### src/rtl/i2c_wr_pkg.sv
package i2c_wr_pkg;
  localparam int ADDR_W = 10;
  localparam int BYTE_W = 8;

  typedef enum logic [2:0] {
    ST_IDLE, ST_CHECK, ST_START, ST_SEND, ST_FETCH, ST_STOP
  } wr_state_t;

  typedef enum logic [1:0] {
    BK_HDR1, BK_HDR2, BK_DATA
  } byte_kind_t;
endpackage

### src/rtl/i2c_quarter_tick.sv
module i2c_quarter_tick #(
  parameter int DIV_W = 8
) (
  input  logic             clk,
  input  logic             rst,
  input  logic             run,
  input  logic [DIV_W-1:0] div_cnt,
  output logic             tick
);
  logic [DIV_W-1:0] cnt;
  logic [DIV_W-1:0] lim;

  assign lim  = (div_cnt == '0) ? DIV_W'(1) : div_cnt;
  assign tick = run && (cnt == lim - DIV_W'(1));

  always_ff @(posedge clk) begin
    if (rst || !run)  cnt <= '0;
    else if (tick)    cnt <= '0;
    else              cnt <= cnt + DIV_W'(1);
  end

  // two back-to-back ticks only when a quarter is one clock long
  a_r9_quarter_len: assert property (@(posedge clk) disable iff (rst)
    (run && $past(run) && $past(tick) && lim > DIV_W'(1)) |-> !tick);
endmodule

### src/rtl/i2c_wr_hdr.sv
module i2c_wr_hdr
  import i2c_wr_pkg::*;
(
  input  logic [ADDR_W-1:0] addr,
  input  logic              ten,
  output logic [BYTE_W-1:0] hdr1,
  output logic [BYTE_W-1:0] hdr2,
  output logic              bad
);
  logic [4:0] top5;
  assign top5 = addr[6:2];
  assign hdr1 = ten ? {5'b11110, addr[9:8], 1'b0} : {addr[6:0], 1'b0};
  assign hdr2 = addr[7:0];
  assign bad  = !ten && ((top5 == 5'b00001) || (top5 == 5'b11111));
endmodule

### src/rtl/i2c_wr_master.sv
module i2c_wr_master
  import i2c_wr_pkg::*;
#(
  parameter int DIV_W = 8
) (
  input  logic             clk,
  input  logic             rst,
  input  logic [DIV_W-1:0] div_cnt,
  input  logic             req_valid,
  output logic             req_ready,
  input  logic [9:0]       req_addr,
  input  logic             req_ten,
  input  logic             byte_valid,
  output logic             byte_ready,
  input  logic [7:0]       byte_data,
  input  logic             byte_last,
  input  logic             sda_in,
  output logic             scl_oe,
  output logic             sda_oe,
  output logic             done,
  output logic             err_nack,
  output logic             err_addr
);
  localparam int BIT_W   = $clog2(BYTE_W + 1);
  localparam logic [BIT_W-1:0] ACK_SLOT = BIT_W'(BYTE_W);
  localparam logic [BIT_W-1:0] LAST_BIT = BIT_W'(BYTE_W - 1);

  wr_state_t         state;
  byte_kind_t        kind;
  logic [1:0]        q;
  logic [BIT_W-1:0]  bit_idx;
  logic [BYTE_W-1:0] sh;
  logic [ADDR_W-1:0] addr_q;
  logic              ten_q, last_q, nack_q, ack_hi;
  logic              tick, run;
  logic [BYTE_W-1:0] hdr1, hdr2;
  logic              hdr_bad;

  assign req_ready  = (state == ST_IDLE);
  assign byte_ready = (state == ST_FETCH);
  assign run = (state == ST_START) || (state == ST_SEND) || (state == ST_STOP);

  i2c_quarter_tick #(.DIV_W(DIV_W)) u_tick (
    .clk(clk), .rst(rst), .run(run), .div_cnt(div_cnt), .tick(tick));

  i2c_wr_hdr u_hdr (
    .addr(addr_q), .ten(ten_q), .hdr1(hdr1), .hdr2(hdr2), .bad(hdr_bad));

  always_ff @(posedge clk) begin
    if (rst) begin
      state <= ST_IDLE;  kind <= BK_HDR1;  q <= '0;  bit_idx <= '0;
      sh <= '0;  addr_q <= '0;  ten_q <= 1'b0;  last_q <= 1'b0;
      nack_q <= 1'b0;  ack_hi <= 1'b0;  scl_oe <= 1'b0;  sda_oe <= 1'b0;
      done <= 1'b0;  err_nack <= 1'b0;  err_addr <= 1'b0;
    end else begin
      done <= 1'b0;  err_nack <= 1'b0;  err_addr <= 1'b0;
      unique case (state)
        ST_IDLE: if (req_valid) begin
          addr_q <= req_addr;  ten_q <= req_ten;  nack_q <= 1'b0;
          state  <= ST_CHECK;
        end
        ST_CHECK: if (hdr_bad) begin
          done <= 1'b1;  err_addr <= 1'b1;  state <= ST_IDLE;
        end else begin
          q <= '0;  state <= ST_START;
        end
        ST_START: if (tick) begin
          case (q)
            2'd0: begin sda_oe <= 1'b1; q <= 2'd1; end
            2'd1: begin scl_oe <= 1'b1; q <= 2'd2; end
            default: begin
              sh <= hdr1;  sda_oe <= ~hdr1[BYTE_W-1];  kind <= BK_HDR1;
              bit_idx <= '0;  q <= '0;  state <= ST_SEND;
            end
          endcase
        end
        ST_SEND: if (tick) begin
          case (q)
            2'd0: begin scl_oe <= 1'b0; q <= 2'd1; end
            2'd1: begin
              if (bit_idx == ACK_SLOT) ack_hi <= sda_in;
              q <= 2'd2;
            end
            2'd2: begin scl_oe <= 1'b1; q <= 2'd3; end
            default: begin
              q <= '0;
              if (bit_idx != ACK_SLOT) begin
                bit_idx <= bit_idx + BIT_W'(1);
                sh      <= {sh[BYTE_W-2:0], 1'b0};
                sda_oe  <= (bit_idx == LAST_BIT) ? 1'b0 : ~sh[BYTE_W-2];
              end else if (ack_hi) begin
                nack_q <= 1'b1;  sda_oe <= 1'b1;  state <= ST_STOP;
              end else if (kind == BK_HDR1 && ten_q) begin
                sh <= hdr2;  sda_oe <= ~hdr2[BYTE_W-1];  kind <= BK_HDR2;
                bit_idx <= '0;
              end else if (kind == BK_DATA && last_q) begin
                sda_oe <= 1'b1;  state <= ST_STOP;
              end else begin
                state <= ST_FETCH;
              end
            end
          endcase
        end
        ST_FETCH: if (byte_valid) begin
          sh <= byte_data;  sda_oe <= ~byte_data[BYTE_W-1];  last_q <= byte_last;
          kind <= BK_DATA;  bit_idx <= '0;  q <= '0;  state <= ST_SEND;
        end
        ST_STOP: if (tick) begin
          case (q)
            2'd0: begin scl_oe <= 1'b0; q <= 2'd1; end
            2'd1: begin sda_oe <= 1'b0; q <= 2'd2; end
            default: begin
              done <= 1'b1;  err_nack <= nack_q;  state <= ST_IDLE;
            end
          endcase
        end
        default: state <= ST_IDLE;
      endcase
    end
  end

  // an idle block leaves both lines released
  a_r1_idle_released: assert property (@(posedge clk) disable iff (rst)
    req_ready |-> (!scl_oe && !sda_oe));
  // single-cycle completion pulse
  a_r11_done_pulse: assert property (@(posedge clk) disable iff (rst)
    done |=> !done);
  // error flags only accompany done
  a_r11_err_with_done: assert property (@(posedge clk) disable iff (rst)
    (err_nack || err_addr) |-> done);
  // SDA frozen while SCL stays released inside a byte
  a_r2_sda_steady_high: assert property (@(posedge clk) disable iff (rst)
    (state == ST_SEND && $past(state == ST_SEND) && !scl_oe && $past(!scl_oe))
      |-> $stable(sda_oe));
  // SCL held low while waiting for payload
  a_r10_hold_low: assert property (@(posedge clk) disable iff (rst)
    byte_ready |-> scl_oe);
  // a refused address never touches the bus
  a_r8_no_bus: assert property (@(posedge clk) disable iff (rst)
    err_addr |-> (!scl_oe && !sda_oe));
endmodule

### config.mk
export PLATFORM = sky130hd
export DESIGN_NAME = i2c_wr_master
export DESIGN_NICKNAME = d
export VERILOG_FILES = /design/src/rtl/i2c_wr_pkg.sv /design/src/rtl/i2c_quarter_tick.sv /design/src/rtl/i2c_wr_hdr.sv /design/src/rtl/i2c_wr_master.sv
export SDC_FILE = /design/constraint.sdc
export NUM_CORES = 1
export LEC_CHECK = 0
export BUFFER_PORTS_ARGS = -buffer_cell sky130_fd_sc_hd__buf_4
export CAP_MARGIN = 20
export CORE_UTILIZATION = 55
export CTS_CLUSTER_SIZE = 25
export DETAILED_ROUTE_END_ITERATION = 10
export PLACE_DENSITY = 0.88
export SLEW_MARGIN = 25
export SYNTH_ARGS = -nofsm -noshare
export SYNTH_HDL_FRONTEND = slang
export SYNTH_HIERARCHICAL = 1
export SYNTH_SLANG_ARGS = --single-unit
### constraint.sdc
create_clock -name clk -period 12.5 [get_ports clk]
set_input_delay 2.5 -clock clk [delete_from_list [all_inputs] [get_ports clk]]
set_output_delay 2.5 -clock clk [all_outputs]
set_load 0.02 [all_outputs]
# After elaboration in Yosys (flattened, before gate mapping)
# Cells that the tools add are included.
[word_totals] regBits=45 in_bits=33 word_cells=179
[classes] n_eq_ne=37 addsub=3 muxes=82 reduce_logical=34 n_bitwise=7
[op_table] cell="7-bit 2-to-1 mux" count=8
[op_table] cell="3-bit 2-to-1 mux" count=11
[op_table] cell="4-bit 2-to-1 mux" count=8
[op_table] cell="2-bit 2-to-1 mux" count=14
[op_table] cell="2-bit != test, second input constant" count=13
[op_table] cell="1-bit 2-to-1 mux" count=25
[op_table] cell="7-bit case mux with 3 select lines" count=1
[op_table] cell="3-bit case mux with 6 select lines" count=1
[op_table] cell="9-bit AND reduction" count=2
[op_table] cell="8-bit 2-to-1 mux" count=2
[op_table] cell="7-bit AND reduction" count=2
[op_table] cell="2-bit case mux with 3 select lines" count=2
[op_table] cell="4-bit case mux with 3 select lines" count=1
[op_table] cell="2-bit case mux with 5 select lines" count=1
[op_table] cell="10-bit AND reduction" count=1
[op_table] cell="3-bit by 1-bit != test with 1-bit output, second input constant" count=3
[op_table] cell="8-bit by 1-bit adder with 8-bit output, second input constant" count=1
[op_table] cell="8-bit == test" count=1
[op_table] cell="8-bit zero test" count=1
[op_table] cell="2-bit by 1-bit != test with 1-bit output, second input constant" count=4
[op_table] cell="1-bit case mux with 2 select lines" count=4
[op_table] cell="2-bit case mux with 2 select lines" count=2
[op_table] cell="8-bit AND reduction" count=1
[op_table] cell="8-bit by 1-bit subtractor with 8-bit output, second input constant" count=1
[op_table] cell="other kinds (32)" count=53

# Depth between registers and ports, before layout
# Gate-level depths: netlist of run 1.
[logic_depth] ltp_word=9 mapped_depth=14 ltp_nobuf=12

# Modules after synthesis
# Netlist of run 1, hierarchy kept.
[by_module_without_submodules] module="i2c_wr_master" cells_each=258 n_inst=1 area_per_inst_um2=2089.5
[by_module_without_submodules] module="i2c_quarter_tick" cells_each=74 n_inst=1 area_per_inst_um2=635.6
[by_module_without_submodules] module="i2c_wr_hdr" cells_each=20 n_inst=1 area_per_inst_um2=146.4

# Worst setup path after synthesis of run 1
# No wires, ideal clock.
[synth_timing] path_kind="input to register" start="input port div_cnt[1]" end="register state[0]" arrival_time_ps=5603 required_time_ps=12428 path_slack_ps=6825 path_stages=14 cell_sequence="nor4_1 > a21oi_1 > ha_1 > xnor2_1 > a211o_1 > nor4b_2 > o2111a_1 > buf_6 > buf_2 > nor3b_1 > nor2_1 > or4_1 > nor2_1 > mux2i_1"
[synth_via] elab_chain_len=7 elab_cells_between_ends=9 cone_classes="add/sub (1); eq/ne (4); mux (1); reduce/logical (3)"
[synth_rtl] item="from (decl)" line="i2c_wr_master.sv:8" rtl="input logic [DIV_W-1:0] div_cnt,"
[synth_rtl] item="8-bit zero test" line="i2c_quarter_tick.sv:13" rtl="assign lim = (div_cnt == '0) ? DIV_W'(1) : div_cnt;"
[synth_rtl] item="8-bit 2-to-1 mux (*)" line="i2c_quarter_tick.sv:13"
[synth_rtl] item="8-bit by 1-bit subtractor with 8-bit output (*)" line="i2c_quarter_tick.sv:14" rtl="assign tick = run && (cnt == lim - DIV_W'(1));"
[synth_rtl] item="8-bit == test (*)" line="i2c_quarter_tick.sv:14"
[synth_rtl] item="1-bit logical AND (*)" line="i2c_quarter_tick.sv:14"
[synth_rtl] item="named net tick" line="i2c_wr_master.sv:35" rtl="logic tick, run;"
[synth_rtl] item="2-bit != test (no source line)"
[synth_rtl] item="10-bit AND reduction (no source line) (*)"
[synth_rtl] item="to (signal assigned)" line="i2c_wr_master.sv:51" rtl="state <= ST_IDLE; kind <= BK_HDR1; q <= '0; bit_idx <= '0;"
[synth_rtl] item="to (signal assigned)" line="i2c_wr_master.sv:60" rtl="state <= ST_CHECK;"
[synth_rtl] item="to (signal assigned)" line="i2c_wr_master.sv:63" rtl="done <= 1'b1; err_addr <= 1'b1; state <= ST_IDLE;"
[synth_rtl] item="to (decl)" line="i2c_wr_master.sv:28" rtl="wr_state_t state;"
# Mark *: on every way through the listed nets, which the timed path passes. The rest lies on a longest branch.
# A chain may end at the register's enable or synchronous reset.

# Final worst setup path of run 1
# Same ends and word-level chain as after synthesis.

==> results.toml, run 1 <==
[status]
run_status = "finished, final reports clean"

[cts]
ctsLongestPathBuffers = 2
post_cts_buffers = 0
cts.sink_count = 45
ctsResizeCount = 0
cts_buffers = 5
tritoncts = "done"
hold_fix_buffers_at_cts = 0
cts_root_buf = "clkbuf_8"
htree_num_levels = 2
clk-insertion-delay-late_ns = 0.31
clk_transition_reported_paths_ns = 0.08

[routing]
detail_route.wl_per_cell_um = 15.2
remaining_routing_drc_violations = 0
antenna_left = 0
routed-via-count = 2653
dr_wl_met2_mm = 3.12
drt_wl_total_mm = 6.68
wl_met1_mm = 3.02
drt-pass1-iter-count = 4
vias_per_cell = 6.04
top_layer_used = "met4"
drtIter0Drc = 335
wl_met3_um = 441

[min_path]
hold_worst_path_end = "addr_q[8]$_SDFFE_PP0P_"
min_path_type = "flip-flop to flip-flop"
worst_hold_path.num_cells = 2
holdCritStartpoint = "addr_q[8]$_SDFFE_PP0P_"

[power]
power.internal_uw = 278
pwr-share-clk = 0.222
irDropWorstVdd_mv = 0.0933
power-per-cell-area_nw_per_um2 = 142
total_switching_power_uw = 175
power_switching_share = 0.387
seqPwrFrac = 0.416
comb_power_share = 0.362
power_leakage_uw = 0.00121

[critical_path]
regToRegStartpoint = "state[1]$_SDFFE_PP0P_"
critical_path.most_common_cell = "nor2_1"
critical_path_buf_inv_count = 1
critPathKind = "primary input to flip-flop"
crit_path_start_kind = "primary input"
cp_max_fo = 18
path_delay_family = "simple AND/OR/NAND/NOR gates"
cpPeakStageDelay_ns = 0.60
timing.critical_path.slowest_stage_cell = "o2111a_1"
reg2regPathDepth = 11
critPathCaptureType = "flip-flop"
crit_cells = 13
timing.reg2reg.setup_slack_ns = 8.33
critical_path.reg2reg.endpoint = "state[0]$_SDFFE_PP0P_"
worstPathArrival_ns = 6.16
required_worst_endpoint_ns = 12.74
crit_path_cells = "buf_4, nor4_1, a21oi_1, ha_1, xnor2_1, a211o_1, nor4b_2, o2111a_1, nor3b_1, nor2_1, or4_1, nor2_1, mux2i_1"

[layout]
layout.cells.most_common = "dfxtp_1"
layout.cells.most_common_list = "45 x dfxtp_1, 41 x nand2_1, 39 x buf_4, 30 x a21oi_1, 28 x nor2_1"
diodes = 0
final_layout_size_suffix_gt1_frac = 0.172
fill_cells = 433
total_area_of_multi_input_combinational_cells_um2 = 1770
final_non_filler_cells = 439
num-nets-final = 413
area.growth.synth_to_final_pct = 11.2
regArea_um2 = 901

[floorplanning]
coreArea_um2 = 4880
std_cell_rows = 25
die_width_um = 74.3
floorplan.die_area_um2 = 5510
io_pins = 40
fp.dieH_um = 74.3
initial_core_util = 0.588

[yosys]
area_share_of_the_largest_cell_type_after_synthesis = 0.314
asyncSetResetFlopFracSynth = 0
synthDistinctLibCells = 61
synth_top_flop_cell = "dfxtp_1"
synth_top_area_cell = "dfxtp_1"
ys_seq_area_frac = 0.314
synth_enable_flop_cells = 0
post_synth_inst_count = 352
mappedNetlistArea_um2 = 2870
synth.area.top_cells = "dfxtp_1 31%, nand2_1 5.4%, a21oi_1 5.2%, ha_1 3.9%, nor2_1 3.7%"
synth.avg_cell_area_um2 = 8.16
total_of_flip_flops_plus_latches_after_synthesis = 45
synth-warning-count = 6
synthesis.nets = 394

[sta]
timing.final.setup_violations = 0
slew_headroom = 0.446
timing.final.crit_share = 0.474
timing_worst_slew_pin_value_ns = 0.825
max_clock_freq_mhz = 169
setup_total_negative_slack_ns = 0
clock-skew-final_ns = 0.00441
final_hold_viol_count = 0
worst_hold_slack_ns = 0.460
min_period_ns = 5.92
grt_setup_unrepaired = "no"
min_setup_slack_post_route_ns = 6.58
slew_violations = 0

[global_route]
grt_use_total = 0.261
number_of_global_route_vias_before_repair = 2498
grt_pass1_wl_mm = 11.1
antenna_found_initial = 0
grt_max_degree = 42
grt.overflow.total = 0

[placed_design]
detailedPlacementHpwl_mm = 4.80
dp.cells = 431
place_congestion = 0.910
io_buffers = 39
pre_cts_slack_ns = 6.28

[flow_run]
max_cap_violations = 0
layout make-up:
class / count / area share
clock inverters: 1 / 0.00157
flip-flops and latches: 45 / 0.282
well taps: 67 / 0.0263
inverters: 9 / 0.0145
multi-input cells: 271 / 0.554
clock buffers: 7 / 0.0302
repair buffers: 39 / 0.0917
sequential cells by signal, indices dropped and copies added, names as in the netlist:
signal,count
addr_q,10
u_tick/cnt,8
sh,7
bit_idx,4
state,3
kind,2
q,2
ack_hi,1
done,1
err_addr,1
err_nack,1
last_q,1
nack_q,1
scl_oe,1
sda_oe,1
ten_q,1
per-layer routing:
layer / vias to the layer above / track usage
met5: - / 0
met4: 0 / 0.101
met3: 12 / 0.0407
met2: 106 / 0.434
met1: 1228 / 0.342
li1: 1307 / -
metrics by stage:
step	power [uW]	instance area, um2	utilization
2_1_floorplan	316	2870	-
3_3_place_gp	347	3090	0.634
3_5_place_dp	352	3090	0.634
4_1_cts	451	3190	0.654
5_1_grt	482	3190	0.654
6_report	453	3190	0.654
logic make-up after synthesis:
group / Yosys count / share of synthesized area
AOI/OAI and AO/OA: 81 / 0.198
xor gates and xnor gates: 16 / 0.0488
adders and majority gates: 9 / 0.0392
buffers and inverters: 36 / 0.0706
DFF: 45 / 0.314
muxes: 8 / 0.0288
other: 1 / 0.00131
and+or+nand+nor: 156 / 0.299
worst max-delay path by stage:
| stage | startpoint | end | slack, ns |
|---|---|---|---|
| 3_5_place_dp | div_cnt[1] | state[0]$_SDFFE_PP0P_ | 6.28 |
| 4_1_cts | div_cnt[1] | state[0]$_SDFFE_PP0P_ | 6.59 |
| 5_1_grt | div_cnt[1] | state[0]$_SDFFE_PP0P_ | 6.32 |
| 6_report | div_cnt[1] | state[0]$_SDFFE_PP0P_ | 6.58 |
| 3_3_place_gp | div_cnt[5] | state[0]$_SDFFE_PP0P_ | 6.49 |
| 2_1_floorplan | div_cnt[1] | state[0]$_SDFFE_PP0P_ | 6.83 |
worst min-delay path, cell delays in order, from the launching register on:
cell and delay (ns):
dfxtp_1 0.32, nand2_1 0.05, a21oi_1 0.05
power groups by stage:
stage	combinational [uW]	clock, uW	sequential, uW
final	164	101	189
after global routing	184	106	192
after detailed placement	161	0	191
after CTS	163	100	188
after global placement	157	0	190
after floorplan	143	0	173
synth_stat cells, types with 2 or more instances:
library cell	number
nand2_1	41
and3b_1	6
a221oi_1	8
a221o_1	2
buf_4	10
buf_6	2
nor4b_2	2
xnor2_1	10
clkbuf_1	11
nor3b_1	2
buf_1	2
nand4_1	3
mux2i_1	6
o2111a_1	2
nand2b_1	9
o22ai_1	6
a21oi_1	30
nand3b_1	3
nor2b_1	5
or4_1	2
ha_1	9
or2_2	8
and2_1	3
o2bb2ai_1	2
a211oi_1	9
a32o_1	2
o21ai_0	4
mux2_2	2
dfxtp_1	45
xor2_1	6
and3_1	5
a311oi_1	2
nand3_1	8
nor4_1	13
inv_1	7
buf_2	2
nor3_1	9
or3_1	3
o2111ai_1	2
nor2_1	28
No activity file was read; power rests on OpenSTA's default activity.
==> run 2, diff against run 1 <==
==> constraint.sdc (replaced) <==
create_clock -name clk -period 5.95 [get_ports clk]
set_input_delay 1.19 -clock clk [delete_from_list [all_inputs] [get_ports clk]]
set_output_delay 1.19 -clock clk [all_outputs]
set_load 0.02 [all_outputs]
==> run 2 against run 1 <==
Compared with the run above: final area hardly changed; via count is 1.1% higher; combinational power is 110% higher; die area stayed put; critical path type unchanged; critical endpoint unchanged; largest power group unchanged.
==> results.toml, run 2 (same netlist as run 1, synthesis figures left out) <==
[status]
run_status = "finished, final reports clean"

[routing]
wl_met3_um = 469
routed-via-count = 2683
vias_per_cell = 6.13
drtIter0Drc = 167
drt_wl_total_mm = 6.64
wl_met1_mm = 3.03
drt-pass1-iter-count = 4
antenna_left = 0
detail_route.wl_per_cell_um = 15.2
top_layer_used = "met4"
dr_wl_met2_mm = 3.04
remaining_routing_drc_violations = 0

[global_route]
antenna_found_initial = 0
grt_pass1_wl_mm = 11.0
grt_max_degree = 42
grt_use_total = 0.256
grt.overflow.total = 0
number_of_global_route_vias_before_repair = 2562

[cts]
hold_fix_buffers_at_cts = 0
ctsResizeCount = 0
clk-insertion-delay-late_ns = 0.30
post_cts_buffers = 0
ctsLongestPathBuffers = 2
clk_transition_reported_paths_ns = 0.08
htree_num_levels = 2
cts_root_buf = "clkbuf_8"
cts.sink_count = 45
tritoncts = "done"
cts_buffers = 5

[critical_path]
worstPathArrival_ns = 4.94
cp_max_fo = 18
critPathCaptureType = "flip-flop"
crit_path_cells = "buf_4, nor4_1, a21oi_1, ha_1, xnor2_1, a211o_1, nor4b_2, o2111a_1, nor3b_1, nor2_1, or4_1, nor2_1, mux2i_1"
cpPeakStageDelay_ns = 0.62
critical_path_buf_inv_count = 1
timing.critical_path.slowest_stage_cell = "o2111a_1"
required_worst_endpoint_ns = 6.18
crit_path_start_kind = "primary input"
critPathKind = "primary input to flip-flop"
path_delay_family = "simple AND/OR/NAND/NOR gates"
critical_path.most_common_cell = "nor2_1"

[sta]
setup_total_negative_slack_ns = 0
slew_violations = 0
timing.final.crit_share = 0.791
max_clock_freq_mhz = 212
final_hold_viol_count = 0
timing_worst_slew_pin_value_ns = 0.863
min_period_ns = 4.71
clock-skew-final_ns = 0.00849
slew_headroom = 0.421
timing.final.setup_violations = 0
min_setup_slack_post_route_ns = 1.24
grt_setup_unrepaired = "no"

[layout]
area.growth.synth_to_final_pct = 11.3
diodes = 0
finish.instance_area_um2 = 3200
num-nets-final = 413
regArea_um2 = 901
reg.largest.list = "addr_q (10), u_tick/cnt (8), sh (7)"
largest_register_ff_count = 10
registers.top_by_ff_count = "addr_q"
final_layout_size_suffix_gt1_frac = 0.170
fill_cells = 430
layout.cells.most_common = "dfxtp_1"
layout.cells.most_common_list = "45 x dfxtp_1, 41 x nand2_1, 39 x buf_4, 30 x a21oi_1, 28 x nor2_1"
total_area_of_multi_input_combinational_cells_um2 = 1770

[placed_design]
io_buffers = 39
pre_cts_slack_ns = 1.02
detailedPlacementHpwl_mm = 4.83
placed_cell_area_um2 = 3090
place_congestion = 0.910

[floorplanning]
floorplan.die_area_um2 = 5510
initial_core_util = 0.588
coreArea_um2 = 4880
io_pins = 40
fp.dieH_um = 74.3
std_cell_rows = 25
die_width_um = 74.3

[flow_run]
max_cap_violations = 0

[min_path]
min_path_type = "flip-flop to flip-flop"

[power]
irDropWorstVdd_mv = 0.202
power_leakage_uw = 0.00121
power-per-cell-area_nw_per_um2 = 303
[run 2: where the power goes]
| group | internal, uW | leakage [uW] | total (uW) | switching (uW) |
|---|---|---|---|---|
| Sequential | 334 | 0.000365 | 397 | 63.6 |
| Clock | 122 | 0.0000540 | 223 | 101 |
| Combinational | 145 | 0.000790 | 347 | 201 |
| Total | 601 | 0.00121 | 967 | 366 |
[run 2: area by class of cell]
class                      instances  share of cell area
inverter                           9              0.0145
clock inverter                     2              0.0110
clock buffer                       5              0.0215
multi-input combinational        271               0.553
sequential                        45               0.282
timing repair buffer              39              0.0916
tap                               67              0.0262
[run 2: tightest hold or removal path: stages (launching register included)]
cell,delay (ns)
dfxtp_1,0.32
nand2_1,0.05
a21oi_1,0.05
[run 2: worst paths after layout]
check | startpoint | end | slack [ns] | depth (start not counted)
worst max-delay path | div_cnt[1] | state[0]$_SDFFE_PP0P_ | 1.24 | 13
worst min-delay path | addr_q[8]$_SDFFE_PP0P_ | addr_q[8]$_SDFFE_PP0P_ | 0.46 | 2
worst max register to register | state[1]$_SDFFE_PP0P_ | state[0]$_SDFFE_PP0P_ | 1.69 | 11
worst min register to register | addr_q[8]$_SDFFE_PP0P_ | addr_q[8]$_SDFFE_PP0P_ | 0.46 | 2
[run 2: routing by layer]
layer,vias up,track usage
li1,1318,-
met1,1244,0.329
met2,106,0.428
met3,15,0.0650
met4,0,0.0713
met5,-,0
[run 2: through the flow]
| step | power (uW) | util | hold WS (ns) | cells |
|---|---|---|---|---|
| after floorplan | 664 | - | 0.433 | 352 |
| after global placement | 729 | 0.634 | 0.445 | 431 |
| after detailed placement | 742 | 0.634 | 0.448 | 431 |
| after CTS | 962 | 0.655 | 0.461 | 438 |
| after global routing | 1030 | 0.655 | 0.473 | 438 |
| final | 967 | 0.655 | 0.460 | 438 |
==> run 3, diff against run 2 <==
==> constraint.sdc (replaced) <==
create_clock -name clk -period 4.75 [get_ports clk]
set_input_delay 0.95 -clock clk [delete_from_list [all_inputs] [get_ports clk]]
set_output_delay 0.95 -clock clk [all_outputs]
set_load 0.02 [all_outputs]
==> run 3 against run 2 <==
Compared with the run above: sequential share of layout area is 0.055 points lower; clock power is 6% higher; sequential power is 20% higher; first-iteration DRC count is 47% higher; non-clock buffer count is 3 higher; worst hold slack better by 0.0042 ns; final area is 0.20% higher; register-to-register slack worse by 0.59 ns; clock-buffer cell count is 1 higher.
==> results.toml, run 3 (same netlist as run 1, synthesis figures left out) <==
[sta]
max_clock_freq_mhz = 250
timing_worst_slew_pin_value_ns = 0.769
final_hold_viol_count = 0
timing.final.crit_share = 0.843
min_period_ns = 4.01
clock-skew-final_ns = 0.00921
grt_setup_unrepaired = "no"
slew_headroom = 0.485
slew_violations = 0
setup_total_negative_slack_ns = 0
min_setup_slack_post_route_ns = 0.745
timing.final.setup_violations = 0

[cts]
htree_num_levels = 2
cts_root_buf = "clkbuf_8"
tritoncts = "done"
ctsResizeCount = 0
cts.sink_count = 45
hold_fix_buffers_at_cts = 0
clk_transition_reported_paths_ns = 0.09
cts_buffers = 5
ctsLongestPathBuffers = 2
clk-insertion-delay-late_ns = 0.30
post_cts_buffers = 0

[global_route]
grt_pass1_wl_mm = 10.8
grt_use_total = 0.255
grt_max_degree = 42
antenna_found_initial = 0
grt.overflow.total = 0
number_of_global_route_vias_before_repair = 2404

[layout]
final_layout_size_suffix_gt1_frac = 0.176
layout.cells.most_common_list = "45 x dfxtp_1, 42 x buf_4, 41 x nand2_1, 30 x a21oi_1, 28 x nor2_1"
num-nets-final = 416
reg.largest.list = "addr_q (10), u_tick/cnt (8), sh (7)"
diodes = 0
largest_register_ff_count = 10
layout.cells.most_common = "dfxtp_1"
registers.top_by_ff_count = "addr_q"
area.growth.synth_to_final_pct = 11.5

[placed_design]
place_congestion = 0.919
detailedPlacementHpwl_mm = 4.83
io_buffers = 39
pre_cts_slack_ns = 0.450

[status]
run_status = "finished, final reports clean"

[min_path]
min_path_type = "flip-flop to flip-flop"

[critical_path]
critPathCaptureType = "flip-flop"
timing.reg2reg.setup_slack_ns = 1.10
critPathKind = "primary input to flip-flop"
cp_max_fo = 17
worstPathArrival_ns = 4.24
required_worst_endpoint_ns = 4.98
crit_path_start_kind = "primary input"
critical_path.reg2reg.endpoint = "bit_idx[3]$_SDFFE_PP0P_"
crit_end = "bit_idx[3]$_SDFFE_PP0P_"
reg2regPathDepth = 11
timing.critical_path.from = "div_cnt[1]"
regToRegStartpoint = "state[1]$_SDFFE_PP0P_"

[flow_run]
max_cap_violations = 0

[power]
power-per-cell-area_nw_per_um2 = 364
power_leakage_uw = 0.00121
irDropWorstVdd_mv = 0.366

[floorplanning]
fp.dieH_um = 74.3
initial_core_util = 0.588
std_cell_rows = 25
die_width_um = 74.3
io_pins = 40
coreArea_um2 = 4880
floorplan.die_area_um2 = 5510

[routing]
remaining_routing_drc_violations = 0
detail_route.wl_per_cell_um = 14.8
drt_wl_total_mm = 6.56
drt-pass1-iter-count = 4
antenna_left = 0
routed-via-count = 2623
vias_per_cell = 5.93
drtIter0Drc = 246
run 3: changes by cell type in the layout (fill, tap and decap cells not counted), sizes merged:
cell | before | now
clkinv | 3 | 2
bufinv | 1 | 0
clkbuf | 5 | 6
clkinvlp | 0 | 2
buf | 39 | 42
run 3: layer usage:
layer / vias to the layer above / global-route usage / wire, um
li1: 1327 / - / -
met1: 1189 / 0.341 / 3020
met2: 101 / 0.411 / 3030
met3: 6 / 0.0474 / 428
met4: 0 / 0.0964 / 77
met5: - / 0 / 0
run 3: per-stage QoR:
step / power (uW) / util / instances / hold slack [ns] / area, um2
final: 1170 / 0.656 / 442 / 0.464 / 3200
after detailed placement: 929 / 0.638 / 434 / 0.447 / 3110
after global placement: 917 / 0.638 / 434 / 0.444 / 3110
after floorplan: 832 / - / 352 / 0.433 / 2870
after global routing: 1250 / 0.656 / 442 / 0.502 / 3200
after CTS: 1170 / 0.656 / 442 / 0.461 / 3200
run 3: layout make-up:
class / instances / area [um2]
clock buffer: 6 / 72.6
clock inverter: 2 / 15.0
tap: 67 / 83.8
fill: 438 / 1680
multi-input combinational: 271 / 1770
sequential: 45 / 901
timing repair buffer: 42 / 315
inverter: 9 / 46.3
run 3: how the worst min path moves through the flow:
stage | start | to | slack, ns | depth (start not counted)
2_1_floorplan | addr_q[8]$_SDFFE_PP0P_ | addr_q[8]$_SDFFE_PP0P_ | 0.43 | 2
3_3_place_gp | addr_q[8]$_SDFFE_PP0P_ | addr_q[8]$_SDFFE_PP0P_ | 0.44 | 2
3_5_place_dp | addr_q[8]$_SDFFE_PP0P_ | addr_q[8]$_SDFFE_PP0P_ | 0.45 | 2
4_1_cts | addr_q[8]$_SDFFE_PP0P_ | addr_q[8]$_SDFFE_PP0P_ | 0.46 | 2
5_1_grt | addr_q[9]$_SDFFE_PP0P_ | addr_q[9]$_SDFFE_PP0P_ | 0.50 | 2
6_report | addr_q[8]$_SDFFE_PP0P_ | addr_q[8]$_SDFFE_PP0P_ | 0.46 | 2
run 3: worst max-delay path, cell delays in order:
cell and delay, ns:
buf_4 0.12, nor4_1 0.39, a21oi_1 0.17, ha_1 0.33, xnor2_1 0.14, a211o_1 0.29
nor4b_2 0.26, o2111a_1 0.22, buf_4 0.21, a31oi_4 0.14, or4_4 0.51, or3_1 0.35
a21oi_1 0.14
run 3: report_power, final:
part | total (uW) | switching [uW] | internal, uW
registers | 476 | 58.3 | 418
logic | 455 | 269 | 186
clock network | 236 | 132 | 104
